`config.mk`:
```
export PLATFORM = sky130hd
export DESIGN_NAME = zcal_seg_split
export DESIGN_NICKNAME = d
export VERILOG_FILES = /design/src/rtl/zseg_pkg.sv /design/src/rtl/zseg_clamp.sv /design/src/rtl/zseg_split.sv /design/src/rtl/zseg_round.sv /design/src/rtl/zcal_seg_split.sv
export SDC_FILE = /design/constraint.sdc
export NUM_CORES = 1
export LEC_CHECK = 0
export BUFFER_PORTS_ARGS = -buffer_cell sky130_fd_sc_hd__clkbuf_2
export CAP_MARGIN = 30
export CORE_MARGIN = 10
export CORE_UTILIZATION = 50
export DETAILED_ROUTE_END_ITERATION = 7
export GPL_ROUTABILITY_DRIVEN = 0
export PLACE_DENSITY_LB_ADDON = 0.1
export SLEW_MARGIN = 25
export SYNTH_ARGS = -nofsm -noshare
export SYNTH_HDL_FRONTEND = slang
export SYNTH_SLANG_ARGS = --single-unit
```
`constraint.sdc`:
```
create_clock -name clk -period 29.7 [get_ports clk]
set_input_delay 8.91 -clock clk [delete_from_list [all_inputs] [get_ports clk]]
set_output_delay 8.91 -clock clk [all_outputs]
set_load 0.1 [all_outputs]
```
`src/rtl/zseg_pkg.sv`:
```
package zseg_pkg;
  // Polarity index used for the per-polarity arrays and warning bits.
  typedef enum logic {
    POL_P = 1'b0,
    POL_N = 1'b1
  } zseg_pol_e;

  localparam int unsigned NUM_POL = 2;
endpackage

```
`src/rtl/zseg_clamp.sv`:
```
// Scales an eighth-step result to quarter steps, then clamps it or
// substitutes the nominal value.
module zseg_clamp #(
  parameter int unsigned RAW_W = 9,
  parameter int unsigned Q_W   = 8,
  parameter int unsigned Q_MIN = 64,
  parameter int unsigned Q_MAX = 132,
  parameter int unsigned Q_DEF = 100
) (
  input  logic [RAW_W-1:0] raw,
  input  logic             cal_ok,
  output logic [Q_W-1:0]   q,
  output logic             clip_hi,
  output logic             clip_lo
);
  localparam int unsigned SC_W = RAW_W - 1;
  localparam logic [SC_W-1:0] LIM_HI = SC_W'(Q_MAX);
  localparam logic [SC_W-1:0] LIM_LO = SC_W'(Q_MIN);

  logic [SC_W-1:0] scaled;

  assign scaled = raw[RAW_W-1:1];

  always_comb begin
    clip_hi = 1'b0;
    clip_lo = 1'b0;
    if (!cal_ok) begin
      q = Q_W'(Q_DEF);
    end else if (scaled > LIM_HI) begin
      q       = Q_W'(Q_MAX);
      clip_hi = 1'b1;
    end else if (scaled < LIM_LO) begin
      q       = Q_W'(Q_MIN);
      clip_lo = 1'b1;
    end else begin
      q = Q_W'(scaled);
    end
  end
endmodule

```
`src/rtl/zseg_split.sv`:
```
// Splits a quarter-step value into margin, post-cursor and main portions.
module zseg_split #(
  parameter int unsigned Q_W     = 8,
  parameter int unsigned RATIO_W = 8,
  parameter int unsigned FRAC    = 7
) (
  input  logic [Q_W-1:0]     q,
  input  logic [RATIO_W-1:0] m_ratio,
  input  logic [RATIO_W-1:0] k_ratio,
  output logic [Q_W-1:0]     margin,
  output logic [Q_W-1:0]     post,
  output logic [Q_W-1:0]     main
);
  localparam int unsigned PR_W = RATIO_W + Q_W;
  localparam logic [RATIO_W-1:0] FULL = RATIO_W'(1 << FRAC);

  logic [RATIO_W-1:0] m_sat, k_sat;
  logic [Q_W-1:0]     half;
  logic [PR_W-1:0]    m_prod, k_prod;
  logic [Q_W-1:0]     rest;

  // Ratios beyond full scale are held at full scale.
  assign m_sat = (m_ratio > FULL) ? FULL : m_ratio;
  assign k_sat = (k_ratio > FULL) ? FULL : k_ratio;

  assign half   = q >> 1;
  assign m_prod = PR_W'(m_sat) * PR_W'(half);
  assign margin = Q_W'(m_prod >> FRAC);
  assign rest   = q - (margin << 1);
  assign k_prod = PR_W'(k_sat) * PR_W'(rest);
  assign post   = Q_W'(k_prod >> FRAC);
  assign main   = rest - post;
endmodule

```
`src/rtl/zseg_round.sv`:
```
// Halves a quarter-step portion, rounding half up.
module zseg_round #(
  parameter int unsigned IN_W  = 8,
  parameter int unsigned OUT_W = 8
) (
  input  logic [IN_W-1:0]  val,
  output logic [OUT_W-1:0] code
);
  logic [IN_W:0] sum;

  assign sum  = {1'b0, val} + {{IN_W{1'b0}}, 1'b1};
  assign code = OUT_W'(sum >> 1);
endmodule

```
`src/rtl/zcal_seg_split.sv`:
```
module zcal_seg_split #(
  parameter int unsigned RAW_W   = 9,
  parameter int unsigned RATIO_W = 8,
  parameter int unsigned FRAC    = 7,
  parameter int unsigned Q_MIN   = 64,
  parameter int unsigned Q_MAX   = 132,
  parameter int unsigned Q_DEF   = 100,
  parameter int unsigned CODE_W  = 8
) (
  input  logic               clk,
  input  logic               rst,
  input  logic               start,
  input  logic               cal_ok,
  input  logic [RAW_W-1:0]   raw_p,
  input  logic [RAW_W-1:0]   raw_n,
  input  logic [RATIO_W-1:0] margin_ratio,
  input  logic [RATIO_W-1:0] tap_ratio,
  output logic               res_valid,
  output logic [CODE_W-1:0]  margin_p_code,
  output logic [CODE_W-1:0]  margin_n_code,
  output logic [CODE_W-1:0]  post_p_code,
  output logic [CODE_W-1:0]  post_n_code,
  output logic [CODE_W-1:0]  main_p_code,
  output logic [CODE_W-1:0]  main_n_code,
  output logic [1:0]         warn_high,
  output logic [1:0]         warn_low
);
  import zseg_pkg::*;

  localparam int unsigned Q_W = $clog2(Q_MAX + 1);

  logic [RAW_W-1:0]  raw_a  [NUM_POL];
  logic [CODE_W-1:0] mar_q  [NUM_POL];
  logic [CODE_W-1:0] pst_q  [NUM_POL];
  logic [CODE_W-1:0] man_q  [NUM_POL];
  logic [NUM_POL-1:0] hi_q, lo_q;
  logic               vld_q;

  assign raw_a[POL_P] = raw_p;
  assign raw_a[POL_N] = raw_n;

  for (genvar g = 0; g < NUM_POL; g++) begin : g_pol
    logic [Q_W-1:0]    q_v, mar_v, pst_v, man_v;
    logic [CODE_W-1:0] mar_c, pst_c, man_c;
    logic              c_hi, c_lo;

    zseg_clamp #(
      .RAW_W(RAW_W), .Q_W(Q_W), .Q_MIN(Q_MIN), .Q_MAX(Q_MAX), .Q_DEF(Q_DEF)
    ) i_clamp (
      .raw(raw_a[g]), .cal_ok(cal_ok), .q(q_v),
      .clip_hi(c_hi), .clip_lo(c_lo)
    );

    zseg_split #(.Q_W(Q_W), .RATIO_W(RATIO_W), .FRAC(FRAC)) i_split (
      .q(q_v), .m_ratio(margin_ratio), .k_ratio(tap_ratio),
      .margin(mar_v), .post(pst_v), .main(man_v)
    );

    zseg_round #(.IN_W(Q_W), .OUT_W(CODE_W)) i_rnd_mar (.val(mar_v), .code(mar_c));
    zseg_round #(.IN_W(Q_W), .OUT_W(CODE_W)) i_rnd_pst (.val(pst_v), .code(pst_c));
    zseg_round #(.IN_W(Q_W), .OUT_W(CODE_W)) i_rnd_man (.val(man_v), .code(man_c));

    always_ff @(posedge clk) begin
      if (rst) begin
        mar_q[g] <= '0;
        pst_q[g] <= '0;
        man_q[g] <= '0;
        hi_q[g]  <= 1'b0;
        lo_q[g]  <= 1'b0;
      end else if (start) begin
        mar_q[g] <= mar_c;
        pst_q[g] <= pst_c;
        man_q[g] <= man_c;
        hi_q[g]  <= c_hi;
        lo_q[g]  <= c_lo;
      end
    end
  end

  always_ff @(posedge clk) begin
    if (rst) vld_q <= 1'b0;
    else     vld_q <= start;
  end

  assign res_valid     = vld_q;
  assign margin_p_code = mar_q[POL_P];
  assign margin_n_code = mar_q[POL_N];
  assign post_p_code   = pst_q[POL_P];
  assign post_n_code   = pst_q[POL_N];
  assign main_p_code   = man_q[POL_P];
  assign main_n_code   = man_q[POL_N];
  assign warn_high     = hi_q;
  assign warn_low      = lo_q;
endmodule

```
Yosys cells after proc, flatten, opt, wreduce, memory -nomap -nowiden
Memories as Yosys holds them, arrays and structs flattened.
Cells that the tools add are included.
{ "totals": {"ff_bits": 5, "mem_bits_rw": 48, "in_bits": 38, "out_inout_bits": 53, "wordCells": 63, "memories": 3} }
{ "mem_list": {"columns": ["name", "depth", "word_bits", "rd", "rd_clocked_by_memory_dff", "write_ports", "line", "source"], "rows": [
  ["man_q", 2, 8, 2, 0, 2, "zcal_seg_split.sv:35", "logic [CODE_W-1:0] man_q [NUM_POL];"],
  ["mar_q", 2, 8, 2, 0, 2, "zcal_seg_split.sv:33", "logic [CODE_W-1:0] mar_q [NUM_POL];"],
  ["pst_q", 2, 8, 2, 0, 2, "zcal_seg_split.sv:34", "logic [CODE_W-1:0] pst_q [NUM_POL];"]
]} }
{ "op_classes": {"n_addsub": 10, "n_mul": 4, "order_cmp": 6, "n_mux": 29, "bitwise_logic": 6} }
{ "op_table": {"columns": ["op", "n"], "rows": [
  ["2-to-1 mux 8 bit", 14],
  ["adder 8 x 1 -> 9 bit, second input constant", 6],
  ["greater-than comparator 8 bit, second input constant", 4],
  ["subtractor 8 bit", 4],
  ["multiplier 8 x 7 -> 15 bit", 2],
  ["multiplier 8 x 8 -> 15 bit", 2],
  ["less-than comparator 8 x 7 -> 1 bit, second input constant", 2],
  ["2-to-1 mux 1 bit", 15],
  ["bitwise OR 1 bit", 6]
]} }

Longest topological paths before layout
Gate-level depths: netlist (run 1).
{ "depth": {"word_depth": 10, "ltp_mapped": 53, "mapped_depth_nobuf": 53} }

Cells and area by module
Synthesis (run 1) repeated with hierarchy kept, for this count alone.
{ "unflattened": {"cells_unflattened": 1265, "hier_area_um2": 11252.0} }
{ "modules_own_cells": {"columns": ["mod", "instances", "cells_per_inst", "area_per_inst_um2", "seq_area_each_um2"], "rows": [
  ["zseg_split at g_pol[0].i_split", 1, 509, 4196.5, 0.0],
  ["zseg_split at g_pol[1].i_split", 1, 495, 4127.7, 0.0],
  ["zcal_seg_split", 1, 117, 1961.9, 1541.5],
  ["zseg_round", 6, 17, 120.1, 0.0],
  ["zseg_clamp", 2, 21, 122.6, 0.0]
]} }

Least setup slack after synthesis (run 1)
No wires, ideal clock.
{ "synth_path": {"kind": "in2reg", "from": "input raw_p[7]", "to": "memory man_q[0][6], data pin", "setup_ps": 266, "t_arrival_ps": 20414, "required_ps": 29434, "setup_slack_ps": 9020, "path_stages": 50, "path_buffers": 0, "path_cell_list": "nor4_4 a31oi_1 nor2_1 nand2_1 nor2_1 fa_1 fa_1 fa_1 inv_1 fa_1 inv_1 ha_1 nand3_1 a2bb2oi_1 o31ai_4 a21oi_1 xnor2_1 inv_1 (+14 left out) fa_1 inv_1 ha_1 a21o_1 a21o_1 a21o_1 a221oi_1 nor2b_1 o21ai_0 o31ai_1 ha_1 or3_1 o21ai_0 a21oi_1 xnor2_1 xnor2_1 xor2_1 nor2_1"} }
{ "synth_rtl": {"columns": ["item", "line", "source"], "rows": [
  ["start: declaration", "zcal_seg_split.sv:14", "input logic [RAW_W-1:0] raw_p,"],
  ["end: declaration", "zcal_seg_split.sv:35", null]
]} }

==> impl.org, run 1 <==
** Status
- The run finished with clean final reports.

** Timing
- Summed over all failing endpoints, the final setup total negative slack is 0 ns.
- In this run the tightest slew margin relative to its limit is 0.321.
- Number of failing setup endpoints in the final timing report :: 0
- Clock skew on the completed layout was measured at 0 ns.
- Unrepaired setup endpoints after global routing :: no
- Post-layout min period :: 22.27 ns
- Final critical-path share of the clock period :: 0.750
- Final hold violations :: 0
- Across all hold checks on the routed design, the worst slack comes to 0.481 ns.
- The number of max-slew violations in the final report came to 0.
- At the pin with the least slew margin, the transition time is 1.02 ns.
- Fmax achieved :: 44.9 MHz

** Floorplanning
- The die covers 28,200 µm².
- Top Ports :: 91
- After floorplanning, the core was divided into 54 placement rows.
- For this configuration, the core starts out at a cell density of 0.505.
- Die width :: 168 µm
- The die is 168 µm tall.
- The floorplan step defined a core boundary enclosing 21,700 µm².

** Final layout
- Filler cells :: 2,102
- Relative to the synthesized area, the layout overhead comes to 7.91%.
- Most common library cell in the layout ignoring fill and taps :: sky130_fd_sc_hd__inv_1
- Net total in the final layout :: 1,642
- 0 antenna diodes ended up in the layout.
- In the final layout, the share of cells above drive strength 1 is 0.0893.
- The top cell types in the final layout, fill and taps aside, are 203 x sky130_fd_sc_hd__inv_1, 202 x sky130_fd_sc_hd__nor2_1, 156 x sky130_fd_sc_hd__ha_1.
- Count of placed standard cells in the final layout, fillers left out :: 1,601

** Setup path
- For the worst flop-to-flop path, the logic depth is 2.
- The worst setup path is launched from an input port.
- The worst setup path is of the in2reg kind.
- Grouping stages by cell kind, the critical path spends the most delay in adder cells.
- The setup check on the worst reg-to-reg path leaves a slack of 29.11 ns.
- In this run the worst setup path terminates at man_q[0][6].
- STA puts the critical path data required time at 29.73 ns.
- The worst register-to-register path ends at warn_high[0].
- Endpoint type of the worst setup path :: register
- Buffer and inverter count on the worst path :: 7
- Number of gates on the worst path with buffers counted :: 51
- Critical register-to-register path startpoint :: warn_high[0]
- Data arrives at the worst endpoint at 22.30 ns.
- For this design, the slowest cell found on the critical path is sky130_fd_sc_hd__a221oi_1.
- In this run the worst path has a maximum fanout of 8.
- In this design, the stage delay of the slowest critical-path cell is 0.64 ns.
- The most critical setup path has its startpoint at raw_p[7].

** Drt
- Average vias per placed instance :: 5.31
- DRC viols :: 0
- Wirelength per Cell :: 16.2 µm
- The pre-antenna-repair detailed-routing pass consisted of 5 iterations.
- Remaining antenna violation count :: 0
- For this block, the routed nets add up to 26,000 µm of wire.
- The detailed router finished its first iteration with 490 violations.
- The final route contains 8,495 vias.

** Synthesis
- Post-synthesis instance area :: 10,900 µm²
- Dominant cell type by area after synthesis :: sky130_fd_sc_hd__fa_1
- Yosys top cell area share :: 0.234
- Cell variety after synth :: 76
- In this run the mean area of a mapped cell was 8.76 µm².
- Counting flops with an async set or reset pin after synthesis yields a share of 0.
- Yosys mapped a number of flops with a built-in enable equal to 48.
- For this run, the register share of the synthesized area comes to 0.141.
- Most common flop cell mapped by yosys :: sky130_fd_sc_hd__edfxtp_1
- Cell types occupying the most area after synthesis :: sky130_fd_sc_hd__fa_1 23%, sky130_fd_sc_hd__ha_1 18%, sky130_fd_sc_hd__edfxtp_1 13%, sky130_fd_sc_hd__inv_1 7.0%, sky130_fd_sc_hd__nor2_1 6.9%
- Number of synthesized register bits :: 53
- Mapped Cells :: 1,250
- Net count after synthesis :: 1,572
- The Yosys step of the flow raised 0 warnings.

** Clock network
- Clock root cell :: sky130_fd_sc_hd__clkbuf_16
- Cells resized by post-CTS repair :: 0
- The clock reaches the later pin of the worst-skew pair after 0.31 ns.
- Post-cts hold buffer count :: 0
- The number of clock buffers added by TritonCTS is 5.
- The H-tree generated during clock tree synthesis spans 2 levels.
- TritonCTS clock tree :: done
- Number of sinks driven by the clock tree :: 53
- CTS clock-pin slew for the worst setup and hold paths :: 0.08 ns
- In this run the post-CTS setup repair buffer count came out at 0.
- The clock passes through at most 2 buffers.

** Min path
- Hold Path Class :: reg2reg

** Placement
- Detailed placer's ending HPWL :: 21,100 µm
- Input and output buffers added on the ports amount to 88.
- Once placement completed, the tool counted placed cells totaling 1,593.

** Global route
- Wire length of the first global-routing pass :: 44,000 µm
- Sum of overflow across all layers after global routing :: 0
- The via count of the first global-routing pass came to 8,882.
- Across every metal layer, demand over resource in global routing totals 0.188.
- Antenna violations before repair :: 0
- Pin count of the biggest net entering global routing :: 49

** Run
- Max_cap viols :: 0
through the flow:
stage	area, µm²	utilization	worst slack (ns)
2_1_floorplan	10900	-	9.02
3_3_place_gp	11600	0.537	7.41
4_1_cts	11800	0.545	7.53
6_report	11800	0.545	7.43
5_1_grt	11800	0.545	6.52
3_5_place_dp	11600	0.537	7.29
Yosys cell counts (2+ instances only):
cell type / count
sky130_fd_sc_hd__fa_1: 128
sky130_fd_sc_hd__inv_1: 203
sky130_fd_sc_hd__nor3_1: 11
sky130_fd_sc_hd__o21bai_1: 5
sky130_fd_sc_hd__nor4_1: 3
sky130_fd_sc_hd__and4_1: 3
sky130_fd_sc_hd__or2_2: 2
sky130_fd_sc_hd__nor2b_1: 19
sky130_fd_sc_hd__o211ai_1: 4
sky130_fd_sc_hd__a211oi_1: 2
sky130_fd_sc_hd__nor3b_1: 2
sky130_fd_sc_hd__mux2i_1: 3
sky130_fd_sc_hd__xnor2_1: 66
sky130_fd_sc_hd__clkinv_1: 2
sky130_fd_sc_hd__a211o_1: 2
sky130_fd_sc_hd__a31oi_1: 3
sky130_fd_sc_hd__o21ai_0: 18
sky130_fd_sc_hd__xnor3_1: 3
sky130_fd_sc_hd__buf_1: 5
sky130_fd_sc_hd__a21oi_1: 30
sky130_fd_sc_hd__and4b_1: 2
sky130_fd_sc_hd__a21boi_0: 2
sky130_fd_sc_hd__nand3_1: 29
sky130_fd_sc_hd__nand3b_1: 2
sky130_fd_sc_hd__and3_1: 16
sky130_fd_sc_hd__o21a_1: 4
sky130_fd_sc_hd__o31ai_1: 4
sky130_fd_sc_hd__nand4_1: 8
sky130_fd_sc_hd__a21o_1: 25
sky130_fd_sc_hd__nor2_1: 202
sky130_fd_sc_hd__dfxtp_1: 5
sky130_fd_sc_hd__or3_1: 6
sky130_fd_sc_hd__and2_1: 21
sky130_fd_sc_hd__ha_1: 156
sky130_fd_sc_hd__buf_2: 2
sky130_fd_sc_hd__nand2b_1: 21
sky130_fd_sc_hd__nand2_1: 93
sky130_fd_sc_hd__clkbuf_1: 20
sky130_fd_sc_hd__xor2_1: 33
sky130_fd_sc_hd__inv_2: 2
sky130_fd_sc_hd__edfxtp_1: 48
worst min path at each step:
stage / end / from / cells after the start
finish: warn_low[0] / warn_low[0] / 2
global route: warn_low[0] / warn_low[0] / 2
CTS: warn_low[0] / warn_low[0] / 2
detailed placement: warn_low[1] / warn_low[1] / 2
global placement: warn_low[0] / warn_low[0] / 2
floorplan: warn_high[1] / warn_high[1] / 2
cell type report:
type / instances / area, µm² / area share
Tap cell: 280 / 350 / 0.0297
Multi-Input combinational cell: 961 / 8510 / 0.720
Inverter: 207 / 777 / 0.0658
Timing Repair Buffer: 92 / 470 / 0.0398
Sequential cell: 53 / 1540 / 0.131
Clock buffer: 6 / 129 / 0.0109
Clock inverter: 2 / 33.8 / 0.00286
sequential cells by signal (all words and copies together), names as in the netlist:
signal,cells
warn_low,2
res_valid,1
man_q,16
mar_q,16
warn_high,2
pst_q,16
worst min-delay path, stage by stage, from the launching register on:
cell and delay [ns]:
sky130_fd_sc_hd__dfxtp_1 0.32, sky130_fd_sc_hd__nand2b_1 0.07, sky130_fd_sc_hd__a21oi_1 0.05
cell families (layout without fill, tap and decap cells):
family,Yosys count,count (layout),share of synthesized area
AOI/OAI and AO/OA,120,120,0.0829
xor gates and xnor gates,104,104,0.0884
adders and majority gates,284,284,0.412
buffers and inverters,236,307,0.0820
DFF,53,53,0.141
muxes,3,3,0.00274
and+or+nand+nor,450,450,0.191
per-layer routing:
layer  routed length [µm]  GRT usage  part of all wire  vias to the layer above
met3                 1200     0.0258             0.046                       23
met2                12100      0.307              0.47                      181
li1                     -          -                 -                     4166
met4                  354     0.0397             0.014                        0
met1                12300      0.259              0.47                     4125
met5                    0          0                 0                        -
Power of run 1 is not shown: default switching activity piles up to over one toggle a cycle in this logic, so the estimate is an artifact.
==> inputs of run 2 (changes only) <==
ABC_AREA = 1   (was unset)
clock period = 18.27 ns   (was 29.7 ns; I/O delays follow)
==> run 2 against run 1 <==
Effect of this change:
- global-route usage grew 0.63 points
- count of clock-buffer cells in the layout is 1 lower
- sequential share of layout area fell by 0.46 points
- highest routed layer unchanged
- critical path type unchanged
- hold slack better by 0.024 ns
==> impl.org, run 2 <==
** Status
- Run status :: completed

** Final layout
- The number of antenna diodes is 0 (unchanged).
- In the layout the commonest cells are 281 x sky130_fd_sc_hd__inv_1, 232 x sky130_fd_sc_hd__nor2_1, 206 x sky130_fd_sc_hd__nand2_1.
- Area of combinational cells with multiple inputs :: 8560 µm² (+0.59%)
- The largest registers in the layout are man_q (16), mar_q (16), pst_q (16).
- Sequential cell area in the final layout :: 1540 µm² (unchanged)
- Net total in the final layout :: 1,858 (+13%)
- Relative to the synthesized area, the layout overhead comes to 8.31%.
- Ratio of cells with drive above 1 in the final layout :: 0.135 (+0.0454)
- The final-layout fill cell count came to 2,154 (+2.5%).
- Leaving out fill and tap cells, the most frequent cell in the layout is sky130_fd_sc_hd__inv_1.

** Timing
- Maximum clock skew at final layout :: 0 ns (unchanged)
- Total negative slack :: 0 ns (unchanged)
- Based on the critical path, the design can be clocked at up to 58.4 MHz.
- The number of max-slew violations in the final report was 0 (unchanged).
- Minimum setup slack in the final design :: 1.14 ns (-6.29 ns)
- Unrepaired setup endpoints after global routing :: no
- The final count of hold timing violations came to 0 (unchanged).
- The final count of negative-setup-slack endpoints is 0 (unchanged).
- The worst path needs 17.13 ns of the cycle, external delays included.
- In the finished design, the share of the clock period the worst path needs comes to 0.938.
- The relative slew slack is 0.307 (-0.0141).
- The slew at the pin closest to its max-slew limit was 1.04 ns (+0.0194 ns).

** Drt
- The antenna violation net count after detailed routing is 0 (unchanged).
- The via count came to 9,450 (+11%).
- Detailed router's first-iteration violation count :: 536 (+9.4%)
- The detailed-router iteration count before antenna repair is 5 (unchanged).
- Wirelength per Cell :: 15.0 µm (-7.7%)
- Total Wirelength :: 27,200 µm (+4.7%)
- Average vias per placed instance :: 5.20 (-2.0%)
- The remaining routing DRC violations came to 0 (unchanged).

** Floorplanning
- The floorplan die height was 170 µm (+1.4%).
- The count of pins on the block boundary came to 91 (unchanged).
- Standard-cell row count :: 54 (unchanged)
- The starting density of the core is 0.513 (+0.00856).
- Core area :: 22,000 µm² (+1.6%)
- Total die area :: 29,000 µm² (+2.9%)
- The x dimension of the die came to 170 µm (+1.4%).

** Synthesis
- Leading cell types by count after synthesis :: 281 x sky130_fd_sc_hd__inv_1, 233 x sky130_fd_sc_hd__nor2_1, 207 x sky130_fd_sc_hd__nand2_1
- The post-synthesis average cell area came to 7.81 µm² (-11%).
- The cell area after synthesis is 11,300 µm² (+3.3%).
- Yosys top cell area share :: 0.227 (-0.00744)
- The most used flip-flop cell after synthesis is sky130_fd_sc_hd__edfxtp_1.
- The synthesized design spends more area on one cell type than any other, namely sky130_fd_sc_hd__fa_1.
- Cell types occupying the most area after synthesis :: sky130_fd_sc_hd__fa_1 23%, sky130_fd_sc_hd__ha_1 17%, sky130_fd_sc_hd__edfxtp_1 13%, sky130_fd_sc_hd__inv_1 9.3%, sky130_fd_sc_hd__nor2_1 7.7%
- The register bit count reported by yosys was 53 (unchanged).
- Number of synthesis warnings :: 0 (unchanged)
- The unique cell type count in the Yosys netlist was 55 (-28%).
- Number of enable flip-flop cells after synthesis :: 48 (unchanged)
- In the post-synthesis netlist, the cell with the most instances is sky130_fd_sc_hd__inv_1.
- Net count after synthesis :: 1,770 (+13%)
- The share of synthesized registers carrying an async set or reset came to 0 (unchanged).
- Sequential share of the synthesized area :: 0.136 (-0.00447)
- The cell count after synthesis came to 1,448 (+16%).

** Setup path
- The setup slack of the worst register-to-register path was 17.64 ns (-11.47 ns).
- The worst setup path is captured at a register.
- Setup crit start kind :: input port
- Crit path max fanout :: 15 (+7)
- The required arrival time at the worst endpoint came to 18.30 ns (-11.43 ns).
- Crit path largest cell delay :: 0.55 ns (-0.09 ns)
- Classification of the worst setup path :: in2reg
- Data arrival time of the critical path :: 17.17 ns (-5.13 ns)
- Crit-path most repeated cell :: sky130_fd_sc_hd__inv_1
- Slowest cell on crit path :: sky130_fd_sc_hd__fa_1

** Clock network
- The post-CTS resize count was 0 (unchanged).
- The number of buffers inserted for hold repair after clock tree synthesis was 0 (unchanged).
- The cell sitting at the root of the clock tree is a sky130_fd_sc_hd__clkbuf_16.
- TritonCTS built the clock tree.
- The post-CTS setup repair buffer count is 0 (unchanged).
- The maximum buffer depth of the clock tree was 2 (unchanged).
- The number of buffers created by CTS is 5 (unchanged).
- Worst-Skew Late Latency :: 0.31 ns (about the same)
- CTS clock-pin slew for the worst setup and hold paths :: 0.08 ns (about the same)
- The number of clock sinks is 53 (unchanged).
- The number of H-tree levels was 2 (unchanged).

** Global route
- The global-route wire length before repair came to 46,100 µm (+4.6%).
- The residual overflow from global routing was 0 (unchanged).
- The total global routing track utilization came to 0.194 (+0.00626).
- Number of global-route vias before repair :: 9,474 (+6.7%)
- Antenna violations before repair :: 0 (unchanged)
- Pin count of the biggest net entering global routing :: 49 (unchanged)

** Min path
- The path class of the tightest hold or removal check is reg2reg.

** Run
- The number of maximum-capacitance violations is 0 (unchanged).

** Placement
- The estimated wirelength of the detail-placed design was 22,600 µm (+7.0%).
- Count of port buffers added during placement :: 88 (unchanged)
- The worst-case setup slack after placement came to 0.839 ns (-6.45 ns).
-- run 2: changes by cell type after synthesis, moves of 15 or more --
cell | previous run | this run
sky130_fd_sc_hd__o21ai_0 | 18 | 34
sky130_fd_sc_hd__nand3_1 | 29 | 58
sky130_fd_sc_hd__nor2_1 | 202 | 233
sky130_fd_sc_hd__a21oi_1 | 30 | 73
sky130_fd_sc_hd__xnor2_1 | 66 | 12
sky130_fd_sc_hd__nand2b_1 | 21 | 0
sky130_fd_sc_hd__nand2_1 | 93 | 207
sky130_fd_sc_hd__and3_1 | 16 | 1
sky130_fd_sc_hd__nand2_2 | 0 | 30
sky130_fd_sc_hd__and2_1 | 21 | 3
sky130_fd_sc_hd__a21o_1 | 25 | 7
sky130_fd_sc_hd__nor2b_1 | 19 | 0
sky130_fd_sc_hd__inv_1 | 203 | 281
-- run 2: final timing paths --
| check | from | to | depth (start not counted) |
|---|---|---|---|
| worst max-delay path | margin_ratio[7] | man_q[0][5] | 54 |
| worst min-delay path | warn_low[1] | warn_low[1] | 2 |
| worst max register to register | warn_high[0] | warn_high[0] | 2 |
| worst min register to register | warn_low[1] | warn_low[1] | 2 |
-- run 2: cell type report --
cell class,count,share of cell area
multi-input combinational,1078,0.699
sequential,53,0.126
inverter,299,0.0917
timing repair buffer,99,0.0427
tap,280,0.0286
clock buffer,5,0.0102
clock inverter,3,0.00184
-- run 2: per-layer routing --
metal / wire length, µm / global-route usage / up-vias / part of all wire
li1: - / - / 4708 / -
met1: 12400 / 0.253 / 4518 / 0.45
met2: 13200 / 0.334 / 204 / 0.48
met3: 1250 / 0.0241 / 20 / 0.046
met4: 467 / 0.0484 / 0 / 0.017
met5: 0 / 0 / - / 0
-- run 2: worst max-delay path: cells and delay by family --
kind / cells / cell delay (ns)
xor+xnor: 3 / 0.76
buf+inv: 13 / 1.35
simple gates: 15 / 2.07
compound gates: 10 / 1.77
fa+ha+maj: 13 / 5.71
-- run 2: logic make-up after synthesis --
| group | share of synthesized area |
|---|---|
| compound gates | 0.0710 |
| simple gates | 0.244 |
| buf+inv | 0.107 |
| fa+ha+maj | 0.399 |
| xor+xnor | 0.0422 |
| flops | 0.136 |
-- run 2: metrics by stage --
| step | cells | cell area, µm² | hold WS, ns | utilization |
|---|---|---|---|---|
| 2_1_floorplan | 1448 | 11300 | 0.941 | - |
| 3_3_place_gp | 1809 | 12100 | 0.499 | 0.549 |
| 3_5_place_dp | 1809 | 12100 | 0.495 | 0.549 |
| 4_1_cts | 1817 | 12200 | 0.509 | 0.556 |
| 5_1_grt | 1817 | 12200 | 0.546 | 0.556 |
| 6_report | 1817 | 12200 | 0.505 | 0.556 |
Power of run 2 is left out for the same reason.
